==> config.mk <==
export PLATFORM = sky130hd
export DESIGN_NAME = dma_reload_chan
export DESIGN_NICKNAME = d
export VERILOG_FILES = /design/src/rtl/dma_chan_pkg.sv /design/src/rtl/dma_cfg_bank.sv /design/src/rtl/dma_trig_gate.sv /design/src/rtl/dma_beat_engine.sv /design/src/rtl/dma_reload_chan.sv
export SDC_FILE = /design/constraint.sdc
export NUM_CORES = 1
export LEC_CHECK = 0
export BUFFER_PORTS_ARGS = -buffer_cell sky130_fd_sc_hd__buf_2
export CAP_MARGIN = 20
export CORE_ASPECT_RATIO = 0.5
export CORE_MARGIN = 10
export CORE_UTILIZATION = 58
export CTS_CLUSTER_DIAMETER = 50
export DETAILED_ROUTE_END_ITERATION = 6
export PLACE_DENSITY = 0.84
export SYNTH_ARGS = -nofsm -noshare
export SYNTH_HDL_FRONTEND = slang
export SYNTH_SLANG_ARGS = --single-unit
==> constraint.sdc <==
create_clock -name clk -period 2.9 [get_ports clk]
set_input_delay 0.29 -clock clk [delete_from_list [all_inputs] [get_ports clk]]
set_output_delay 0.29 -clock clk [all_outputs]
set_load 0.01 [all_outputs]
==> src/rtl/dma_chan_pkg.sv <==
package dma_chan_pkg;

    localparam int CNT_W     = 20;
    localparam int REG_OFS_W = 6;

    localparam logic [REG_OFS_W-1:0] OFS_INIT_SRC = 6'h00;
    localparam logic [REG_OFS_W-1:0] OFS_SRC_CTL  = 6'h04;
    localparam logic [REG_OFS_W-1:0] OFS_INIT_DST = 6'h08;
    localparam logic [REG_OFS_W-1:0] OFS_DST_CTL  = 6'h0C;
    localparam logic [REG_OFS_W-1:0] OFS_CTRL     = 6'h10;
    localparam logic [REG_OFS_W-1:0] OFS_STATUS   = 6'h14;
    localparam logic [REG_OFS_W-1:0] OFS_CUR_SRC  = 6'h18;
    localparam logic [REG_OFS_W-1:0] OFS_CUR_DST  = 6'h1C;
    localparam logic [REG_OFS_W-1:0] OFS_RUNCMD   = 6'h20;

    typedef enum logic [1:0] {
        UNIT_BYTE = 2'd0,
        UNIT_HALF = 2'd1,
        UNIT_WORD = 2'd2,
        UNIT_RSVD = 2'd3
    } unit_e;

    // Address-control field, one per side of the copy.
    typedef struct packed {
        logic periph;   // bit 1: access goes to the peripheral bus
        logic hold;     // bit 0: address does not advance
    } side_ctl_t;

    // Control word layout.
    typedef struct packed {
        logic             handshake;  // 31
        logic             sync_sel;   // 30
        logic             irq_en;     // 29
        logic [4:0]       rsvd;       // 28:24
        logic             hw_trig;    // 23
        logic             no_reload;  // 22
        unit_e            unit;       // 21:20
        logic [CNT_W-1:0] count;      // 19:0
    } ctrl_t;

    // Run-command register bits.
    typedef struct packed {
        logic stop;
        logic on;
        logic trig;
    } run_cmd_t;

    typedef enum logic [1:0] {
        ENG_IDLE,
        ENG_READ,
        ENG_WRITE
    } eng_state_e;

    function automatic logic [2:0] unit_bytes(unit_e u);
        case (u)
            UNIT_BYTE: return 3'd1;
            UNIT_HALF: return 3'd2;
            default:   return 3'd4;
        endcase
    endfunction

endpackage

==> src/rtl/dma_cfg_bank.sv <==
module dma_cfg_bank
    import dma_chan_pkg::*;
#(
    parameter int ADDR_W = 32
) (
    input  logic                 clk,
    input  logic                 rst,
    input  logic                 wr_en,
    input  logic [REG_OFS_W-1:0] wr_ofs,
    input  logic [31:0]          wr_data,
    output logic [ADDR_W-1:0]    init_src,
    output logic [ADDR_W-1:0]    init_dst,
    output side_ctl_t            src_ctl,
    output side_ctl_t            dst_ctl,
    output ctrl_t                ctrl,
    output logic                 cmd_wr,
    output run_cmd_t             cmd
);

    always_ff @(posedge clk) begin
        if (rst) begin
            init_src <= '0;
            init_dst <= '0;
            src_ctl  <= '0;
            dst_ctl  <= '0;
            ctrl     <= '0;
        end else if (wr_en) begin
            case (wr_ofs)
                OFS_INIT_SRC: init_src <= wr_data[ADDR_W-1:0];
                OFS_SRC_CTL:  src_ctl  <= side_ctl_t'(wr_data[1:0]);
                OFS_INIT_DST: init_dst <= wr_data[ADDR_W-1:0];
                OFS_DST_CTL:  dst_ctl  <= side_ctl_t'(wr_data[1:0]);
                OFS_CTRL:     ctrl     <= ctrl_t'(wr_data);
                default: ;
            endcase
        end
    end

    // Run-command writes are events, not stored here.
    assign cmd_wr = wr_en && (wr_ofs == OFS_RUNCMD);
    assign cmd    = run_cmd_t'(wr_data[2:0]);

endmodule

==> src/rtl/dma_trig_gate.sv <==
module dma_trig_gate (
    input  logic clk,
    input  logic rst,
    input  logic hw_trig,
    input  logic handshake,
    input  logic sw_go,
    input  logic periph_req,
    input  logic beat_done,
    output logic beat_ok
);

    // In handshake mode one request assertion buys one beat.
    logic armed;

    always_ff @(posedge clk) begin
        if (rst)
            armed <= 1'b1;
        else if (beat_done)
            armed <= 1'b0;
        else if (!periph_req)
            armed <= 1'b1;
    end

    always_comb begin
        if (!hw_trig)
            beat_ok = sw_go;
        else if (handshake)
            beat_ok = periph_req && armed;
        else
            beat_ok = periph_req;
    end

endmodule

==> src/rtl/dma_beat_engine.sv <==
module dma_beat_engine
    import dma_chan_pkg::*;
#(
    parameter int ADDR_W = 32,
    parameter int DATA_W = 32
) (
    input  logic              clk,
    input  logic              rst,
    input  logic [ADDR_W-1:0] init_src,
    input  logic [ADDR_W-1:0] init_dst,
    input  side_ctl_t         src_ctl,
    input  side_ctl_t         dst_ctl,
    input  ctrl_t             ctrl,
    input  logic              cmd_wr,
    input  run_cmd_t          cmd,
    input  logic              beat_ok,
    output logic              mem_req,
    output logic              mem_we,
    output logic [ADDR_W-1:0] mem_addr,
    output logic [1:0]        mem_size,
    output logic              mem_periph,
    output logic [DATA_W-1:0] mem_wdata,
    input  logic [DATA_W-1:0] mem_rdata,
    input  logic              mem_gnt,
    output logic              chan_on,
    output logic              stop_pend,
    output logic              sw_go,
    output logic [ADDR_W-1:0] cur_src,
    output logic [ADDR_W-1:0] cur_dst,
    output logic [CNT_W-1:0]  cur_cnt,
    output logic              beat_done,
    output logic              irq,
    output logic              periph_ack
);

    eng_state_e        state;
    logic [DATA_W-1:0] hold_data;
    logic [ADDR_W-1:0] src_step;
    logic [ADDR_W-1:0] dst_step;
    logic              last_beat;
    logic              turn_on;

    assign src_step  = src_ctl.hold ? '0 : {{(ADDR_W-3){1'b0}}, unit_bytes(ctrl.unit)};
    assign dst_step  = dst_ctl.hold ? '0 : {{(ADDR_W-3){1'b0}}, unit_bytes(ctrl.unit)};
    assign last_beat = (cur_cnt == CNT_W'(1));
    assign turn_on   = cmd_wr && cmd.on && !chan_on;
    assign beat_done = (state == ENG_WRITE) && mem_gnt;

    always_comb begin
        mem_req    = (state != ENG_IDLE);
        mem_we     = (state == ENG_WRITE);
        mem_addr   = (state == ENG_WRITE) ? cur_dst : cur_src;
        mem_periph = (state == ENG_WRITE) ? dst_ctl.periph : src_ctl.periph;
        mem_size   = ctrl.unit;
        mem_wdata  = hold_data;
    end

    always_ff @(posedge clk) begin
        if (rst) begin
            state      <= ENG_IDLE;
            hold_data  <= '0;
            chan_on    <= 1'b0;
            stop_pend  <= 1'b0;
            sw_go      <= 1'b0;
            cur_src    <= '0;
            cur_dst    <= '0;
            cur_cnt    <= '0;
            irq        <= 1'b0;
            periph_ack <= 1'b0;
        end else begin
            irq        <= 1'b0;
            periph_ack <= 1'b0;

            if (turn_on) begin
                chan_on   <= 1'b1;
                stop_pend <= 1'b0;
                cur_src   <= init_src;
                cur_dst   <= init_dst;
                cur_cnt   <= ctrl.count;
            end
            if (cmd_wr && cmd.stop && chan_on)
                stop_pend <= 1'b1;
            if (cmd_wr && cmd.trig && (chan_on || turn_on))
                sw_go <= 1'b1;

            case (state)
                ENG_IDLE: begin
                    if (chan_on && stop_pend) begin
                        chan_on   <= 1'b0;
                        stop_pend <= 1'b0;
                        sw_go     <= 1'b0;
                    end else if (chan_on && (cur_cnt != '0) && beat_ok) begin
                        state <= ENG_READ;
                    end
                end
                ENG_READ: begin
                    if (mem_gnt) begin
                        hold_data <= mem_rdata;
                        state     <= ENG_WRITE;
                    end
                end
                ENG_WRITE: begin
                    if (mem_gnt) begin
                        state      <= ENG_IDLE;
                        periph_ack <= ctrl.hw_trig;
                        cur_src    <= cur_src + src_step;
                        cur_dst    <= cur_dst + dst_step;
                        cur_cnt    <= cur_cnt - CNT_W'(1);
                        if (last_beat) begin
                            irq   <= ctrl.irq_en;
                            sw_go <= 1'b0;
                            if (ctrl.no_reload) begin
                                chan_on   <= 1'b0;
                                stop_pend <= 1'b0;
                            end else begin
                                cur_src <= init_src;
                                cur_dst <= init_dst;
                                cur_cnt <= ctrl.count;
                            end
                        end
                    end
                end
                default: state <= ENG_IDLE;
            endcase
        end
    end

endmodule

==> src/rtl/dma_reload_chan.sv <==
module dma_reload_chan
    import dma_chan_pkg::*;
#(
    parameter int ADDR_W = 32,
    parameter int DATA_W = 32
) (
    input  logic                 clk,
    input  logic                 rst,
    input  logic                 cfg_we,
    input  logic [REG_OFS_W-1:0] cfg_addr,
    input  logic [31:0]          cfg_wdata,
    output logic [31:0]          cfg_rdata,
    input  logic                 periph_req,
    output logic                 periph_ack,
    output logic                 mem_req,
    output logic                 mem_we,
    output logic [ADDR_W-1:0]    mem_addr,
    output logic [1:0]           mem_size,
    output logic                 mem_periph,
    output logic [DATA_W-1:0]    mem_wdata,
    input  logic [DATA_W-1:0]    mem_rdata,
    input  logic                 mem_gnt,
    output logic                 irq
);

    logic [ADDR_W-1:0] init_src;
    logic [ADDR_W-1:0] init_dst;
    side_ctl_t         src_ctl;
    side_ctl_t         dst_ctl;
    ctrl_t             ctrl;
    logic              cmd_wr;
    run_cmd_t          cmd;
    logic              beat_ok;
    logic              beat_done;
    logic              chan_on;
    logic              stop_pend;
    logic              sw_go;
    logic [ADDR_W-1:0] cur_src;
    logic [ADDR_W-1:0] cur_dst;
    logic [CNT_W-1:0]  cur_cnt;

    dma_cfg_bank #(.ADDR_W(ADDR_W)) u_bank (
        .clk      (clk),
        .rst      (rst),
        .wr_en    (cfg_we),
        .wr_ofs   (cfg_addr),
        .wr_data  (cfg_wdata),
        .init_src (init_src),
        .init_dst (init_dst),
        .src_ctl  (src_ctl),
        .dst_ctl  (dst_ctl),
        .ctrl     (ctrl),
        .cmd_wr   (cmd_wr),
        .cmd      (cmd)
    );

    dma_trig_gate u_gate (
        .clk        (clk),
        .rst        (rst),
        .hw_trig    (ctrl.hw_trig),
        .handshake  (ctrl.handshake),
        .sw_go      (sw_go),
        .periph_req (periph_req),
        .beat_done  (beat_done),
        .beat_ok    (beat_ok)
    );

    dma_beat_engine #(.ADDR_W(ADDR_W), .DATA_W(DATA_W)) u_eng (
        .clk        (clk),
        .rst        (rst),
        .init_src   (init_src),
        .init_dst   (init_dst),
        .src_ctl    (src_ctl),
        .dst_ctl    (dst_ctl),
        .ctrl       (ctrl),
        .cmd_wr     (cmd_wr),
        .cmd        (cmd),
        .beat_ok    (beat_ok),
        .mem_req    (mem_req),
        .mem_we     (mem_we),
        .mem_addr   (mem_addr),
        .mem_size   (mem_size),
        .mem_periph (mem_periph),
        .mem_wdata  (mem_wdata),
        .mem_rdata  (mem_rdata),
        .mem_gnt    (mem_gnt),
        .chan_on    (chan_on),
        .stop_pend  (stop_pend),
        .sw_go      (sw_go),
        .cur_src    (cur_src),
        .cur_dst    (cur_dst),
        .cur_cnt    (cur_cnt),
        .beat_done  (beat_done),
        .irq        (irq),
        .periph_ack (periph_ack)
    );

    always_comb begin
        case (cfg_addr)
            OFS_INIT_SRC: cfg_rdata = 32'(init_src);
            OFS_SRC_CTL:  cfg_rdata = {30'b0, src_ctl};
            OFS_INIT_DST: cfg_rdata = 32'(init_dst);
            OFS_DST_CTL:  cfg_rdata = {30'b0, dst_ctl};
            OFS_CTRL:     cfg_rdata = ctrl;
            OFS_STATUS:   cfg_rdata = {{(32-CNT_W){1'b0}}, cur_cnt};
            OFS_CUR_SRC:  cfg_rdata = 32'(cur_src);
            OFS_CUR_DST:  cfg_rdata = 32'(cur_dst);
            OFS_RUNCMD:   cfg_rdata = {29'b0, stop_pend, chan_on, sw_go};
            default:      cfg_rdata = '0;
        endcase
    end

endmodule

==> run summary <==
Run status: finished with violations
Failing checks: DRC
Critical-path top delay cell: or3_1
Post-DP HPWL: 28740 um
VDD IR max: 383.1 uV
Synthesized instance count: 1631
Hold WS: 0.004398 ns
Die X: 222.3 um
Crit path largest cell delay: 0.49 ns
WL/cell: 21.78 um
Die H: 121.2 um
Synth-to-Final Area Change: 16.62%
Async set or reset register ratio after synthesis: 0%
Pwr Density: 437.3 mW/mm2
Most common cell after layout, fill and taps aside: nand2_1
Final setup TNS: 0 ns
Register area share after synthesis: 37.78%
Synthesized area per cell: 7.277 um2
Starting Density: 60.02%
CTS root buf: clkbuf_16
Cell mode on critical path: buf_4
Core Footprint: 0.01977 mm2
Final period util: 89.61%
Setup Skew: 0.008426 ns
CP Max Fanout: 21
Worst-Margin Slew: 0.6401 ns
Yosys reg bits: 224
Buf/Inv on CP: 3
CTS tree: done
Min cycle time layout: 2.599 ns
Syn_nets: 1717
Hold crit path type: input port to register
Largest net degree at the start of global routing: 102
Vias in the first global route: 12430
First-pass GRT wire length: 68700 um
Worst-path clk slew: 0.07 ns
DR DRC count: 1
Synth Cell Area: 0.01187 mm2
CP cell instances: or3_1 -> nor4_2 -> buf_4 -> nand3_1 -> buf_4 -> o21ai_1 -> buf_4 -> a22oi_1 -> o22ai_1
YS warnings: 0
GPL Wtd Cong: 0.9466
CP arrival: 3.04 ns
Worst EP required: 3.34 ns
Unrepaired setup endpoints after global routing: no
Iteration-0 DRC Markers: 2009
Initial antenna violation count: 0
EDFF count, synth: 0
Drt via density: 6.578
WL final: 44290 um
Final nets: 1841
# IOs: 178
Num rows: 36
Main synth FF type: dfxtp_1
CP startpoint kind: register
Final Setup Violations: 0
Crit Path Category: register to register
Worst R2R Start: u_eng.cur_cnt[10]$_SDFF_PP0_
DIE AREA: 0.02693 mm2
Number of antenna-violating nets in the routed design: 0
Slew headroom: 57.32%
Setup crit end kind: register
Synth cell types: 65
CTS H-tree lvls: 1
Number of max-cap violations: 0
Number of hold violations in the final report: 0
Vias: 13370
Hold Crit Start: mem_rdata[31]
GRT overflow: 0
Fmax: 384.8 MHz
Cts bufs inserted: 21
Skew-Pair Late Insertion Delay: 0.53 ns
Layout cells sized above 1: 16.07%
Ant. Diodes: 0
LEAKAGE: 5.272 nW
CP delay by family, top: simple AND/OR/NAND/NOR gates
Maximum root-to-sink buffer count: 3
Crit. Startpoint: u_eng.cur_cnt[10]$_SDFF_PP0_
Final Slew Violations: 0
Clk sink count: 224
Commonest non-fill, non-tap cells in the layout: nand2_1 (496), dfxtp_1 (224), a21oi_1 (185)
Total track usage: 30.89%
Count of input and output buffers: 177
DRT Pass-1 Iters: 7
==> layout make-up <==
cell class / count / area (um2)
multi-input cells: 1255 / 6819
fillers: 1595 / 5932
flip-flops and latches: 224 / 4484
repair buffers: 240 / 1499
clock buffers: 30 / 629.4
well taps: 266 / 332.8
inverters: 13 / 48.80
clock inverters: 5 / 28.78
==> worst min-delay path: stages <==
cell,delay [ns]
buf_2,0.09
nand2_1,0.05
a21oi_1,0.05
==> cell usage after synthesis (all sizes together) (4+ instances only) <==
cell type  instances  area [um2]
a2111oi            6       96.35
a211oi            25       187.7
a21oi            185       925.9
a222oi            17       170.2
a22oi             83       623.1
a311oi            23       201.4
a31oi              8       50.05
and2               4       25.02
and3              31       193.9
and4               4       35.03
buf               22       122.6
clkbuf           117       439.2
dfxtp            224        4484
ha                 9       112.6
inv               13       48.80
mux2i              8       80.08
nand2            498        1877
nand2b             7       43.79
nand3             53       265.3
nand3b             5       37.54
nand4             19       118.9
nor2              70       262.8
nor2b              5       31.28
nor3              32       165.2
nor3b              5       37.54
nor4              11       90.08
o21a               6       45.04
o21ai             31       155.1
o22ai             16       100.1
or4                5       45.04
xnor2             39       341.6
xor2              15       131.4
==> sequential cells by signal (all words and copies together), names as in the netlist <==
register / cells
u_eng.periph_ack: 1
u_eng.state: 2
u_eng.irq: 1
u_bank.init_dst: 32
u_eng.sw_go: 1
u_eng.cur_cnt: 20
u_eng.cur_dst: 32
u_eng.cur_src: 32
u_bank.init_src: 32
u_eng.stop_pend: 1
u_eng.mem_wdata: 32
u_gate.armed: 1
u_eng.chan_on: 1
u_bank.dst_ctl: 2
u_bank.ctrl: 32
u_bank.src_ctl: 2
==> per-stage QoR <==
| stage | instance area [um2] | power, mW | cells | util, % | setup WS, ns |
|---|---|---|---|---|---|
| after CTS | 13820 | 6.039 | 2031 | 69.87 | 0.2577 |
| after floorplan | 11870 | 3.243 | 1631 | - | 0.5684 |
| after global placement | 13020 | 3.345 | 1982 | 65.83 | 0.3382 |
| after global routing | 13840 | 6.198 | 2033 | 70.00 | 0.1327 |
| after detailed placement | 13020 | 3.350 | 1982 | 65.83 | 0.2747 |
| final | 13840 | 6.053 | 2033 | 70.00 | 0.3014 |
==> power breakdown <==
group	switching (mW)	internal (mW)	total (mW)
Clock	1.24	1.51	2.75
Combinational	0.136	0.0764	0.213
Sequential	0.00882	3.08	3.09
==> metal layers <==
layer  GRT usage (%)  routed length (um)
met1           40.57               17060
met3           9.331                6718
met4           10.60                1572
met5               0                   0
met2           47.46               18940
==> cell families (layout without fill, tap and decap cells) <==
logic type | Yosys count | count (layout) | synth area share [%]
mux | 8 | 8 | 0.6747
xor+xnor | 54 | 54 | 3.985
flops | 224 | 224 | 37.78
simple gates | 761 | 761 | 28.10
fa+ha+maj | 11 | 11 | 1.286
buf+inv | 152 | 288 | 5.144
compound gates | 421 | 421 | 23.02
==> worst paths after layout <==
check / to / slack [ns] / depth (start not counted)
worst max-delay path: u_eng.cur_src[30]$_SDFF_PP0_ / 0.30 / 9
worst min-delay path: u_eng.mem_wdata[31]$_SDFFE_PP0P_ / 0.004 / 3
worst max register to register: u_eng.cur_src[30]$_SDFF_PP0_ / 0.30 / 9
worst min register to register: u_eng.mem_wdata[10]$_SDFFE_PP0P_ / 0.45 / 2
==> what timing repair did <==
| action | in CTS | in global routing |
|---|---|---|
| hold buffers | 14 | 0 |
| hold endpoints to repair | 14 | 0 |
| setup buffers | 0 | 0 |
| gates resized for setup | 0 | 0 |
| setup endpoints to repair | 0 | 0 |
No activity file was read; power rests on OpenSTA's default activity.
